## src/rtl/hd3w_pkg.sv

```systemverilog
package hd3w_pkg;

    localparam int WORD_W = 32;
    localparam int IDX_W  = $clog2(WORD_W);

    typedef enum logic [3:0] {
        ST_IDLE,
        ST_WR_LO,
        ST_WR_HI,
        ST_TA_A,
        ST_TA_P,
        ST_TA_B,
        ST_RD_HI,
        ST_RD_LO,
        ST_WAIT
    } state_t;

    function automatic logic clk_high(input state_t s);
        return (s == ST_WR_HI) || (s == ST_TA_P) || (s == ST_RD_HI);
    endfunction

    function automatic logic drives_line(input state_t s);
        return (s == ST_WR_LO) || (s == ST_WR_HI);
    endfunction

endpackage

```

## src/rtl/hd3w_tx_shift.sv

```systemverilog
module hd3w_tx_shift
    import hd3w_pkg::*;
(
    input  logic              clk,
    input  logic              rst,
    input  logic              restart,
    input  logic              ld_phase,
    input  logic              shift_en,
    input  logic [WORD_W-1:0] tx_data,
    input  logic              tx_valid,
    output logic              tx_ready,
    output logic              avail,
    output logic              bit_out
);
    logic [WORD_W-1:0] sreg_q;
    logic [IDX_W-1:0]  idx_q;
    logic              have_q;

    assign tx_ready = ld_phase && !have_q;
    assign avail    = have_q || tx_valid;
    assign bit_out  = have_q ? sreg_q[WORD_W-1] : tx_data[WORD_W-1];

    always_ff @(posedge clk) begin
        if (rst || restart) begin
            have_q <= 1'b0;
            idx_q  <= '0;
        end else if (tx_ready && tx_valid) begin
            sreg_q <= tx_data;
            have_q <= 1'b1;
        end else if (shift_en) begin
            sreg_q <= {sreg_q[WORD_W-2:0], 1'b0};
            idx_q  <= idx_q + 1'b1;
            if (idx_q == IDX_W'(WORD_W - 1)) have_q <= 1'b0;
        end
    end
endmodule

```

## src/rtl/hd3w_rx_shift.sv

```systemverilog
module hd3w_rx_shift
    import hd3w_pkg::*;
(
    input  logic              clk,
    input  logic              rst,
    input  logic              restart,
    input  logic              sample,
    input  logic              din,
    input  logic              rx_ready,
    output logic [WORD_W-1:0] rx_data,
    output logic              rx_valid,
    output logic              blocked
);
    logic [WORD_W-1:0] sreg_q;
    logic [IDX_W-1:0]  idx_q;

    assign blocked = rx_valid && !rx_ready;

    always_ff @(posedge clk) begin
        if (rst) begin
            rx_valid <= 1'b0;
            rx_data  <= '0;
            idx_q    <= '0;
        end else begin
            if (restart) idx_q <= '0;
            if (rx_valid && rx_ready) rx_valid <= 1'b0;
            if (sample) begin
                sreg_q <= {sreg_q[WORD_W-2:0], din};
                idx_q  <= idx_q + 1'b1;
                if (idx_q == IDX_W'(WORD_W - 1)) begin
                    rx_data  <= {sreg_q[WORD_W-2:0], din};
                    rx_valid <= 1'b1;
                end
            end
        end
    end
endmodule

```

## src/rtl/hd3w_spi_engine.sv

```systemverilog
module hd3w_spi_engine
    import hd3w_pkg::*;
#(
    parameter int CNT_W = 16
) (
    input  logic             clk,
    input  logic             rst,
    input  logic             start,
    input  logic [CNT_W-1:0] wr_cnt,
    input  logic [CNT_W-1:0] rd_cnt,
    input  logic             fast_mode,
    input  logic [31:0]      tx_data,
    input  logic             tx_valid,
    output logic             tx_ready,
    output logic [31:0]      rx_data,
    output logic             rx_valid,
    input  logic             rx_ready,
    output logic             cs_n,
    output logic             sclk,
    output logic             dio_out,
    output logic             dio_oe,
    input  logic             dio_in,
    output logic             busy,
    output logic             irq
);
    state_t           st_q, st_d;
    logic [CNT_W-1:0] wr_rem_q, rd_rem_q;
    logic             fast_q;
    logic             launch;
    logic             tx_avail, tx_bit, rx_block;

    assign launch = (st_q == ST_IDLE) && start;

    hd3w_tx_shift u_tx (
        .clk      (clk),
        .rst      (rst),
        .restart  (launch),
        .ld_phase (st_q == ST_WR_LO),
        .shift_en (st_q == ST_WR_HI),
        .tx_data  (tx_data),
        .tx_valid (tx_valid),
        .tx_ready (tx_ready),
        .avail    (tx_avail),
        .bit_out  (tx_bit)
    );

    hd3w_rx_shift u_rx (
        .clk      (clk),
        .rst      (rst),
        .restart  (launch),
        .sample   (st_q == ST_RD_HI),
        .din      (dio_in),
        .rx_ready (rx_ready),
        .rx_data  (rx_data),
        .rx_valid (rx_valid),
        .blocked  (rx_block)
    );

    always_comb begin
        st_d = st_q;
        unique case (st_q)
            ST_IDLE:  if (start) st_d = ST_WR_LO;
            ST_WR_LO: if (tx_avail) st_d = ST_WR_HI;
            ST_WR_HI: st_d = (wr_rem_q == '0) ? ST_TA_A : ST_WR_LO;
            ST_TA_A:  st_d = fast_q ? ST_TA_P : ST_TA_B;
            ST_TA_P:  st_d = ST_TA_B;
            ST_TA_B:  st_d = ST_RD_HI;
            ST_RD_HI: st_d = ST_RD_LO;
            ST_RD_LO: if (!rx_block) st_d = (rd_rem_q == '0) ? ST_WAIT : ST_RD_HI;
            ST_WAIT:  if (dio_in) st_d = ST_IDLE;
            default:  st_d = ST_IDLE;
        endcase
    end

    always_ff @(posedge clk) begin
        if (rst) begin
            st_q     <= ST_IDLE;
            wr_rem_q <= '0;
            rd_rem_q <= '0;
            fast_q   <= 1'b0;
            irq      <= 1'b0;
        end else begin
            st_q <= st_d;
            irq  <= (st_q == ST_WAIT) && dio_in;
            if (launch) begin
                wr_rem_q <= wr_cnt;
                rd_rem_q <= rd_cnt;
                fast_q   <= fast_mode;
            end
            if (st_q == ST_WR_HI && wr_rem_q != '0) wr_rem_q <= wr_rem_q - 1'b1;
            if (st_q == ST_RD_LO && !rx_block && rd_rem_q != '0) rd_rem_q <= rd_rem_q - 1'b1;
        end
    end

    assign busy    = (st_q != ST_IDLE);
    assign cs_n    = !busy;
    assign sclk    = clk_high(st_q);
    assign dio_oe  = drives_line(st_q);
    assign dio_out = dio_oe && tx_bit;
endmodule

```

## config.mk

```make
export PLATFORM = sky130hd
export DESIGN_NAME = hd3w_spi_engine
export DESIGN_NICKNAME = d
export VERILOG_FILES = /design/src/rtl/hd3w_pkg.sv /design/src/rtl/hd3w_tx_shift.sv /design/src/rtl/hd3w_rx_shift.sv /design/src/rtl/hd3w_spi_engine.sv
export SDC_FILE = /design/constraint.sdc
export NUM_CORES = 1
export LEC_CHECK = 0
export BUFFER_PORTS_ARGS = -buffer_cell sky130_fd_sc_hd__buf_4
export CORE_UTILIZATION = 35
export DETAILED_ROUTE_END_ITERATION = 12
export PLACE_DENSITY = 0.64
export SYNTH_ARGS = -nofsm -noshare
export SYNTH_HDL_FRONTEND = slang
export SYNTH_SLANG_ARGS = --single-unit
```

## constraint.sdc

```tcl
create_clock -name clk -period 6.7 [get_ports clk]
set_input_delay 0.67 -clock clk [delete_from_list [all_inputs] [get_ports clk]]
set_output_delay 0.67 -clock clk [all_outputs]
set_load 0.005 [all_outputs]
```

==> results of run 1 <==
-- how the worst min path moves through the flow --
stage	start	to	slack [ns]	cells after the start
6_report	u_rx.sreg_q[29]	u_rx.sreg_q[30]	0.45	0
5_1_grt	u_rx.sreg_q[3]	u_rx.sreg_q[4]	0.45	0
4_1_cts	u_rx.sreg_q[3]	u_rx.sreg_q[4]	0.45	0
3_5_place_dp	u_rx.sreg_q[3]	u_rx.sreg_q[4]	0.43	0
3_3_place_gp	u_rx.sreg_q[0]	u_rx.sreg_q[1]	0.44	0
2_1_floorplan	u_rx.sreg_q[9]	u_rx.sreg_q[10]	0.43	0
-- power by group --
group	internal, uW	switching [uW]	leakage (uW)
Combinational	98.1	120	0.00132
Clock	478	352	0.000249
Sequential	944	24.0	0.00123
-- area by class of cell --
| type | instances | share of cell area |
|---|---|---|
| multi-input combinational | 420 | 0.327 |
| inverter | 10 | 0.00500 |
| tap | 225 | 0.0363 |
| timing repair buffer | 114 | 0.110 |
| clock inverter | 11 | 0.00854 |
| sequential | 145 | 0.455 |
| clock buffer | 21 | 0.0580 |
-- metrics by stage --
| step | util | instances | hold WS (ns) | cell area, sq um |
|---|---|---|---|---|
| global placement | 0.418 | 914 | 0.437 | 7250 |
| floorplan | - | 612 | 0.426 | 6260 |
| detailed placement | 0.418 | 914 | 0.434 | 7250 |
| CTS | 0.447 | 946 | 0.447 | 7760 |
| finish | 0.447 | 946 | 0.449 | 7760 |
| global route | 0.447 | 946 | 0.452 | 7760 |
-- sequential cells by signal, indices dropped and copies added, names as in the netlist, 4 cells and up --
signal        flops
wr_rem_q         16
u_tx.idx_q        5
u_rx.idx_q        5
st_q              4
u_tx.sreg_q      32
u_rx.rx_data     32
rd_rem_q         16
u_rx.sreg_q      31
-- cells in the final DEF (no fill, tap or decap), types with 5 or more instances in the layout --
master	n
sky130_fd_sc_hd__or3_1	6
sky130_fd_sc_hd__clkbuf_16	17
sky130_fd_sc_hd__and3_1	10
sky130_fd_sc_hd__a21oi_1	61
sky130_fd_sc_hd__buf_4	114
sky130_fd_sc_hd__o311ai_0	6
sky130_fd_sc_hd__dfxtp_1	82
sky130_fd_sc_hd__nor4_1	7
sky130_fd_sc_hd__nand4_1	9
sky130_fd_sc_hd__nand2_1	111
sky130_fd_sc_hd__a211oi_1	8
sky130_fd_sc_hd__inv_1	8
sky130_fd_sc_hd__clkinv_2	7
sky130_fd_sc_hd__nor2_1	34
sky130_fd_sc_hd__and2_1	5
sky130_fd_sc_hd__nand3_1	18
sky130_fd_sc_hd__edfxtp_1	63
sky130_fd_sc_hd__o21ai_0	8
sky130_fd_sc_hd__a31oi_1	15
sky130_fd_sc_hd__nor3_1	16
sky130_fd_sc_hd__ha_1	6
sky130_fd_sc_hd__mux2_2	31
-- kinds of logic after synthesis --
family | after synthesis | synth area share
simple gates | 244 | 0.190
xor+xnor | 6 | 0.00839
fa+ha+maj | 6 | 0.0120
mux | 34 | 0.0607
compound gates | 130 | 0.131
flops | 145 | 0.564
buf+inv | 47 | 0.0328
-- routing by layer --
layer  track usage  wire length, um  part of all wire
met4        0.0712              221             0.015
met5             0                0                 0
met2         0.271             7000              0.49
met1         0.206             6530              0.46
met3        0.0363              600             0.042
==> summary.txt, run 1 <==
Run status
  – Status: finished clean

Setup path
  – Type of the worst setup path: flop to flop
  – Critical path origin: st_q[0]
  – Start of the worst register-to-register path: st_q[0]
  – Crit-path slowest cell: sky130_fd_sc_hd__a21oi_4
  – Top fanout value on the critical path: 32
  – Cell depth of the worst flop-to-flop path: 7
  – Worst stage delay on the critical path: 0.86 ns
  – Flop-to-flop setup slack: 3.35 ns
  – Type of element capturing the critical path: flop
  – Cell Chain, Critical Path: nor2_4 -> inv_2 -> or3_4 -> clkinv_2 -> nand2_1 -> nand2b_1 -> a21oi_4
  – Worst setup path endpoint: u_tx.sreg_q[16]
  – Critical path required time: 6.73 ns
  – Crit path buffers/inverters: 2
  – Kind of cell with the highest combined delay on the critical path: simple AND/OR/NAND/NOR gates
  – Startpoint class of the critical path: flop
  – Critical Path AT: approximately 3.4 ns
  – Cell count along the critical path: 7
  – Destination of the worst register-to-register timing path: u_tx.sreg_q[16]

Global route
  – Combined global-route utilization of all metal layers: 0.164
  – Total grt overflow: 0
  – Initial antenna violation count: 0
  – Pin count of the biggest net entering global routing: 80
  – First-pass GRT wire length: around 24 mm
  – Via count of the first global-routing pass: 4806

Synth
  – Post-synth net total: 689
  – Sequential-to-total area share from yosys stat: 0.564
  – Cell taking the most area after synthesis: sky130_fd_sc_hd__edfxtp_1
  – Predominant post-synthesis flop cell: sky130_fd_sc_hd__dfxtp_1
  – Dominant cell by count in the synthesized netlist: sky130_fd_sc_hd__nand2_1
  – Avg Inst Size Synth: about 10 sq um
  – Number of enable-type register cells in the synthesized netlist: 63
  – Yosys cell types: between 60 and 70
  – Most instantiated cells after synthesis: 111 x sky130_fd_sc_hd__nand2_1, 82 x sky130_fd_sc_hd__dfxtp_1, 63 x sky130_fd_sc_hd__edfxtp_1
  – Post-Syn Area: 0.00626 sq mm
  – Fraction of post-synthesis cell area in the top cell type by area: 0.302
  – Largest cells by area after synthesis: sky130_fd_sc_hd__edfxtp_1 30%, sky130_fd_sc_hd__dfxtp_1 26%, sky130_fd_sc_hd__nand2_1 6.7%, sky130_fd_sc_hd__mux2_2 5.6%, sky130_fd_sc_hd__a21oi_1 5.0%
  – Share of synthesized flip-flops with an asynchronous set or reset: 0
  – Gate Count Post-Synth: 612
  – Yosys warning total: 0
  – Flip-flop and latch count after synthesis: between 100 and 150

STA
  – Worst path setup slack after routing: 3.35 ns
  – Final number of setup-violating endpoints: 0
  – Final worst path period need: 3.35 ns
  – Final Hold Fails: 0
  – Timing-limited maximum frequency: approximately 300 MHz
  – Part of the cycle the worst path needs: 0.500
  – Largest clock skew in the final design: 0.00717 ns
  – Unrepaired setup endpoints after global routing: false
  – Measured slew at the worst slew-check pin: 1.13 ns
  – Worst slew slack as a fraction of its limit: 0.248
  – Number of slew-limit violations in the final report: 0
  – Fin Setup TNS: 0 ns

Clocking
  – Count of buffers added by post-CTS timing repair for setup: 0
  – Clock insertion delay at the later pin of the skew report: between 0.4 and 0.5 ns
  – Sink count of the clock tree: 145
  – Count of hold-fix buffers inserted at cts: 0
  – Register clock-pin slew on the reported worst setup and hold paths: ~0.060 ns
  – Post-cts gate resize count: 0
  – Count of H-tree levels built during CTS: 4
  – Clock tree from TritonCTS: done
  – Clock buffer count from CTS: 17
  – Cell at the root of the clock tree: sky130_fd_sc_hd__clkbuf_16
  – Maximum buffer depth of the clock tree: 2

Placement
  – Placed wire-length estimate: 9.77 mm
  – Place WS: 3.36 ns
  – Routability cong.: approximately 0.84
  – Number of buffers added on ports: 110

Die
  – Die boundary height: 136 um
  – Number of primary I/O pins: 111
  – Die footprint: 0.0184 sq mm
  – Number of placement rows: 48
  – Die W: 136 um
  – Core outline area: about 0.017 sq mm
  – Initial core utilization: 0.361

Routing
  – Routed Antenna Nets: 0
  – Post-DR wirelength/cell: 15.2 um
  – Iteration count of the initial detailed-routing pass: 4
  – Number of violations reported at the end of detailed-routing iteration 0: 337
  – Vias per cell: slightly above 5
  – DRC errors left: 0
  – Routed vias: ~4900
  – Drt total wl: around 14 mm

Final layout
  – Storage cell area: 0.00353 sq mm
  – Ant diodes: 0
  – Multi-input logic area: 0.00254 sq mm
  – Area growth from synthesis to layout: 24.0%
  – Final #Nets: 785
  – Filler cell count: 1656
  – Share of post-route cells with drive strength above 1: 0.264

Pwr
  – Leak Pwr: ~0.0028 uW
  – PnR Total Power: 2020 uW
  – Power per standard cell area: 260 mW/mm^2
  – Worst IR drop on VDD: between 0.15 and 0.2 mV

Hold path
  – Worst hold path type: flop to flop

Run
  – Max-cap viol count: 0
Power figures use the tool's default switching activity.
==> run 2, diff against run 1 <==
- clock period: 6.7 -> 3.25 ns (I/O delays scaled with it)
==> summary.txt, run 2 (synthesized netlist as in run 1, its figures left out) <==
Routing
  – Routed Antenna Nets: 0
  – Drt total wl: 14.6 mm
  – DRC errors left: 0
  – Iteration count of the initial detailed-routing pass: 5
  – Post-DR wirelength/cell: 15.3 um
  – Routed vias: 5031
  – Vias per cell: 5.27
  – Number of violations reported at the end of detailed-routing iteration 0: between 300 and 400

Die
  – Die boundary height: 136 um
  – Number of primary I/O pins: between 100 and 150
  – Core outline area: 0.0174 sq mm
  – Number of placement rows: 48
  – Die W: between 100 and 150 um
  – Initial core utilization: 0.361
  – Die footprint: between 0.015 and 0.02 sq mm

Global route
  – Initial antenna violation count: 0
  – Via count of the first global-routing pass: 4839
  – Combined global-route utilization of all metal layers: 0.166
  – Total grt overflow: 0
  – First-pass GRT wire length: 23.9 mm
  – Pin count of the biggest net entering global routing: 59

Setup path
  – Type of element capturing the critical path: flop
  – Type of the worst setup path: flop to flop
  – Critical path required time: 3.35 ns
  – Top fanout value on the critical path: 21
  – Critical Path AT: roughly 2.6 ns
  – Startpoint class of the critical path: flop

STA
  – Worst slew slack as a fraction of its limit: 0.499
  – Largest clock skew in the final design: 0.00706 ns
  – Fin Setup TNS: 0 ns
  – Part of the cycle the worst path needs: 0.771
  – Final Hold Fails: 0
  – Number of slew-limit violations in the final report: 0
  – Unrepaired setup endpoints after global routing: false
  – Measured slew at the worst slew-check pin: 0.749 ns
  – Final number of setup-violating endpoints: 0
  – Timing-limited maximum frequency: 399 MHz
  – Final worst path period need: 2.50 ns

Placement
  – Placed Cells: 922
  – Routability cong.: about 0.90
  – Placed wire-length estimate: 10.3 mm
  – Number of buffers added on ports: 110

Clocking
  – Post-cts gate resize count: 0
  – Register clock-pin slew on the reported worst setup and hold paths: roughly 0.060 ns
  – Cell at the root of the clock tree: sky130_fd_sc_hd__clkbuf_16
  – Sink count of the clock tree: 145
  – Count of buffers added by post-CTS timing repair for setup: 0
  – Count of H-tree levels built during CTS: 4
  – Clock buffer count from CTS: 17
  – Clock insertion delay at the later pin of the skew report: 0.42 ns
  – Maximum buffer depth of the clock tree: 2
  – Count of hold-fix buffers inserted at cts: 0
  – Clock tree from TritonCTS: done

Final layout
  – Most common cell after layout, fill and taps aside: sky130_fd_sc_hd__buf_4
  – Filler cell count: 1674
  – Area growth from synthesis to layout: 25.3%
  – Final #Nets: 793
  – Fin cells: between 900 and 1000
  – Share of post-route cells with drive strength above 1: 0.269
  – Registers with the most flip-flops: u_rx.rx_data x32, u_tx.sreg_q x32, u_rx.sreg_q x31
  – Ant diodes: 0
  – Commonest cells after routing, fill and taps aside: 121 x sky130_fd_sc_hd__buf_4, 111 x sky130_fd_sc_hd__nand2_1, 82 x sky130_fd_sc_hd__dfxtp_1

Run status
  – Status: finished clean

Pwr
  – Power per standard cell area: 536 mW/mm^2
  – Leak Pwr: 0.00286 uW
  – Worst IR drop on VDD: 0.336 mV

Run
  – Max-cap viol count: 0

Hold path
  – Worst hold path type: input pin to flop
[run 2: worst max-delay path, cell delays in order, from the launching register on]
cell                      delay [ns]
sky130_fd_sc_hd__dfxtp_1        0.62
sky130_fd_sc_hd__or4b_2         0.77
sky130_fd_sc_hd__a21oi_4        0.41
sky130_fd_sc_hd__buf_4          0.36
[run 2: layout make-up]
| cell class | instances | area, sq um | area share |
|---|---|---|---|
| clock inverter | 9 | 60.1 | 0.00765 |
| timing repair buffer | 122 | 928 | 0.118 |
| tap | 225 | 282 | 0.0359 |
| sequential | 145 | 3530 | 0.450 |
| clock buffer | 23 | 468 | 0.0596 |
| multi-input combinational | 420 | 2540 | 0.323 |
| inverter | 10 | 38.8 | 0.00494 |
[run 2: through the flow]
step | utilization | total power (uW) | setup WS [ns] | cell area, sq um | hold slack, ns
floorplan | - | 2320 | 0.203 | 6270 | 0.424
global placement | 0.422 | 2480 | 0.836 | 7320 | 0.438
detailed placement | 0.422 | 2490 | 0.760 | 7320 | 0.434
CTS | 0.452 | 4250 | 0.747 | 7850 | 0.110
global route | 0.452 | 4380 | 0.626 | 7850 | 0.110
finish | 0.452 | 4200 | 0.746 | 7850 | 0.126
[run 2: power breakdown]
group	internal, uW	total, uW	switching, uW
registers	1940	1990	44.9
logic	211	473	262
clock network	1010	1740	729
total	3170	4200	1040
[run 2: final timing paths]
kind	start	to	slack [ns]	cells past startpoint
max	st_q[1]	u_tx.sreg_q[26]	0.75	3
min	dio_in	u_rx.sreg_q[0]	0.13	1
max reg2reg	st_q[1]	u_tx.sreg_q[26]	0.75	3
min reg2reg	u_rx.sreg_q[4]	u_rx.sreg_q[5]	0.45	0
[run 2: layer usage]
metal,share of wire,GRT usage,vias up
met5,0,0,-
met4,0.020,0.0774,0
met3,0.052,0.0393,24
met2,0.49,0.275,164
met1,0.43,0.202,2386
li1,-,-,2457
==> run 3, diff against run 2 <==
- clock period: 3.25 -> 2.6 ns (I/O delays scaled with it)
==> summary.txt, run 3 (synthesized netlist as in run 1, its figures left out) <==
Global route
  – M2 GR Usage: 0.268
  – Combined global-route utilization of all metal layers: 0.168
  – Via count of the first global-routing pass: 4878
  – Busiest metal layer after global routing: met2
  – Global routing usage on met3: 0.0527
  – Initial antenna violation count: 0
  – First-pass GRT wire length: 24.0 mm
  – GR Layer Usage met1: 0.211
  – Total grt overflow: 0
  – Pin count of the biggest net entering global routing: 34

Die
  – Core outline area: 0.0174 sq mm
  – Die footprint: 0.0184 sq mm
  – Initial core utilization: 0.361
  – Number of primary I/O pins: 111
  – Die W: 136 um
  – Die boundary height: 136 um
  – Number of placement rows: 48

STA
  – Timing-limited maximum frequency: 417 MHz
  – Final worst path period need: 2.40 ns
  – Final Hold Fails: 0
  – Measured slew at the worst slew-check pin: 0.786 ns
  – Worst path setup slack after routing: 0.200 ns
  – Part of the cycle the worst path needs: 0.923
  – Final number of setup-violating endpoints: 0
  – Number of slew-limit violations in the final report: 0
  – Fin Setup TNS: 0 ns
  – Unrepaired setup endpoints after global routing: false
  – Worst slew slack as a fraction of its limit: 0.474
  – Largest clock skew in the final design: 0.00838 ns

Pwr
  – Power per standard cell area: 678 mW/mm^2
  – PnR Total Power: 5360 uW
  – Leak Pwr: between 0.002 and 0.003 uW
  – Worst IR drop on VDD: 0.466 mV

Clocking
  – Clock buffer count from CTS: 17
  – Clock insertion delay at the later pin of the skew report: 0.43 ns
  – Maximum buffer depth of the clock tree: 2
  – Cell at the root of the clock tree: sky130_fd_sc_hd__clkbuf_16
  – Register clock-pin slew on the reported worst setup and hold paths: 0.07 ns
  – Clock tree from TritonCTS: done
  – Sink count of the clock tree: 145
  – Count of H-tree levels built during CTS: 4

Setup path
  – Critical Path AT: 2.72 ns
  – Type of the worst setup path: flop to flop
  – Start of the worst register-to-register path: rd_rem_q[0]
  – Type of element capturing the critical path: flop
  – Top fanout value on the critical path: 11
  – Destination of the worst register-to-register timing path: rd_rem_q[10]
  – Cell depth of the worst flop-to-flop path: 7
  – Flop-to-flop setup slack: 0.20 ns
  – Startpoint class of the critical path: flop
  – Critical path required time: 2.92 ns

Routing
  – Routed vias: between 4000 and 5000
  – Post-DR wirelength/cell: 15.3 um
  – Routed Antenna Nets: 0
  – Iteration count of the initial detailed-routing pass: 4
  – Drt total wl: 14.6 mm
  – Vias per cell: around 5.2
  – DRC errors left: 0
  – Number of violations reported at the end of detailed-routing iteration 0: 312

Run status
  – Status: finished clean

Placement
  – Routability cong.: 0.850
  – Number of buffers added on ports: 110
  – Placed wire-length estimate: 10.2 mm
  – Place WS: 0.251 ns

Final layout
  – Commonest cells after routing, fill and taps aside: 123 x sky130_fd_sc_hd__buf_4, 111 x sky130_fd_sc_hd__nand2_1, 82 x sky130_fd_sc_hd__dfxtp_1
  – Final #Nets: 796
  – Filler cell count: 1622
  – Ant diodes: 0
  – Share of post-route cells with drive strength above 1: 0.280
  – Most common cell after layout, fill and taps aside: sky130_fd_sc_hd__buf_4
  – Area growth from synthesis to layout: 26.4%
  – Registers with the most flip-flops: u_rx.rx_data x32, u_tx.sreg_q x32, u_rx.sreg_q x31

Hold path
  – Hold_sp: dio_in
  – Worst hold path type: input pin to flop
  – Hold worst-path end: u_rx.sreg_q[0]
  – Hold depth: 1

Run
  – Max-cap viol count: 0
run 3: cell count changes in the layout (fill, tap and decap cells not counted), sizes merged:
cell      before  now
inv            9   16
clkinvlp       2    1
buf          122  125
clkbuf        23   17
run 3: timing repair:
action	4_1_cts	5_1_grt
hold endpoints to repair	0	0
hold buffers	0	0
gates resized for setup	0	1
endpoints found under the setup margin	0	1
buffers inserted	0	0
run 3: worst max-delay path by stage:
stage                            from             end  slack (ns)  depth (start not counted)
after floorplan               st_q[2]  u_rx.sreg_q[0]        0.06                          4
after global placement    rd_rem_q[0]    rd_rem_q[10]        0.34                          7
after detailed placement  rd_rem_q[0]    rd_rem_q[10]        0.25                          7
after CTS                 rd_rem_q[0]    rd_rem_q[10]        0.24                          7
after global routing      rd_rem_q[0]    rd_rem_q[10]        0.03                          7
final                     rd_rem_q[0]    rd_rem_q[10]        0.20                          7
run 3: area by class of cell:
cell class	count	area, sq um	area share
repair buffers	125	963	0.122
flip-flops and latches	145	3530	0.447
multi-input cells	420	2540	0.321
clock inverters	15	126	0.0160
well taps	225	282	0.0356
inverters	10	38.8	0.00490
clock buffers	17	425	0.0538
run 3: metrics by stage:
stage	util	instances	cell area [sq um]	hold WS [ns]
floorplan	-	612	6280	0.359
global placement	0.424	925	7350	0.439
detailed placement	0.424	925	7350	0.434
CTS	0.456	957	7910	0.0489
global route	0.456	957	7910	0.0422
finish	0.456	957	7910	0.0674
run 3: per-layer routing:
| metal | up-vias | routed length (um) |
|---|---|---|
| met3 | 25 | 744 |
| met2 | 135 | 6970 |
| met1 | 2364 | 6630 |
| met5 | - | 0 |
| met4 | 0 | 286 |
| li1 | 2457 | - |
run 3: power by group:
group | switching (uW) | internal [uW]
Combinational | 319 | 273
Sequential | 60.1 | 2430
Clock | 1030 | 1250
run 3: critical path: stages, from the launching register on:
cell and delay, ns:
sky130_fd_sc_hd__dfxtp_1 0.36, sky130_fd_sc_hd__inv_1 0.07, sky130_fd_sc_hd__ha_1 0.31, sky130_fd_sc_hd__nor4b_2 0.21, sky130_fd_sc_hd__and4_1 0.29, sky130_fd_sc_hd__nor2_1 0.64, sky130_fd_sc_hd__nand3_1 0.15, sky130_fd_sc_hd__a31o_2 0.27
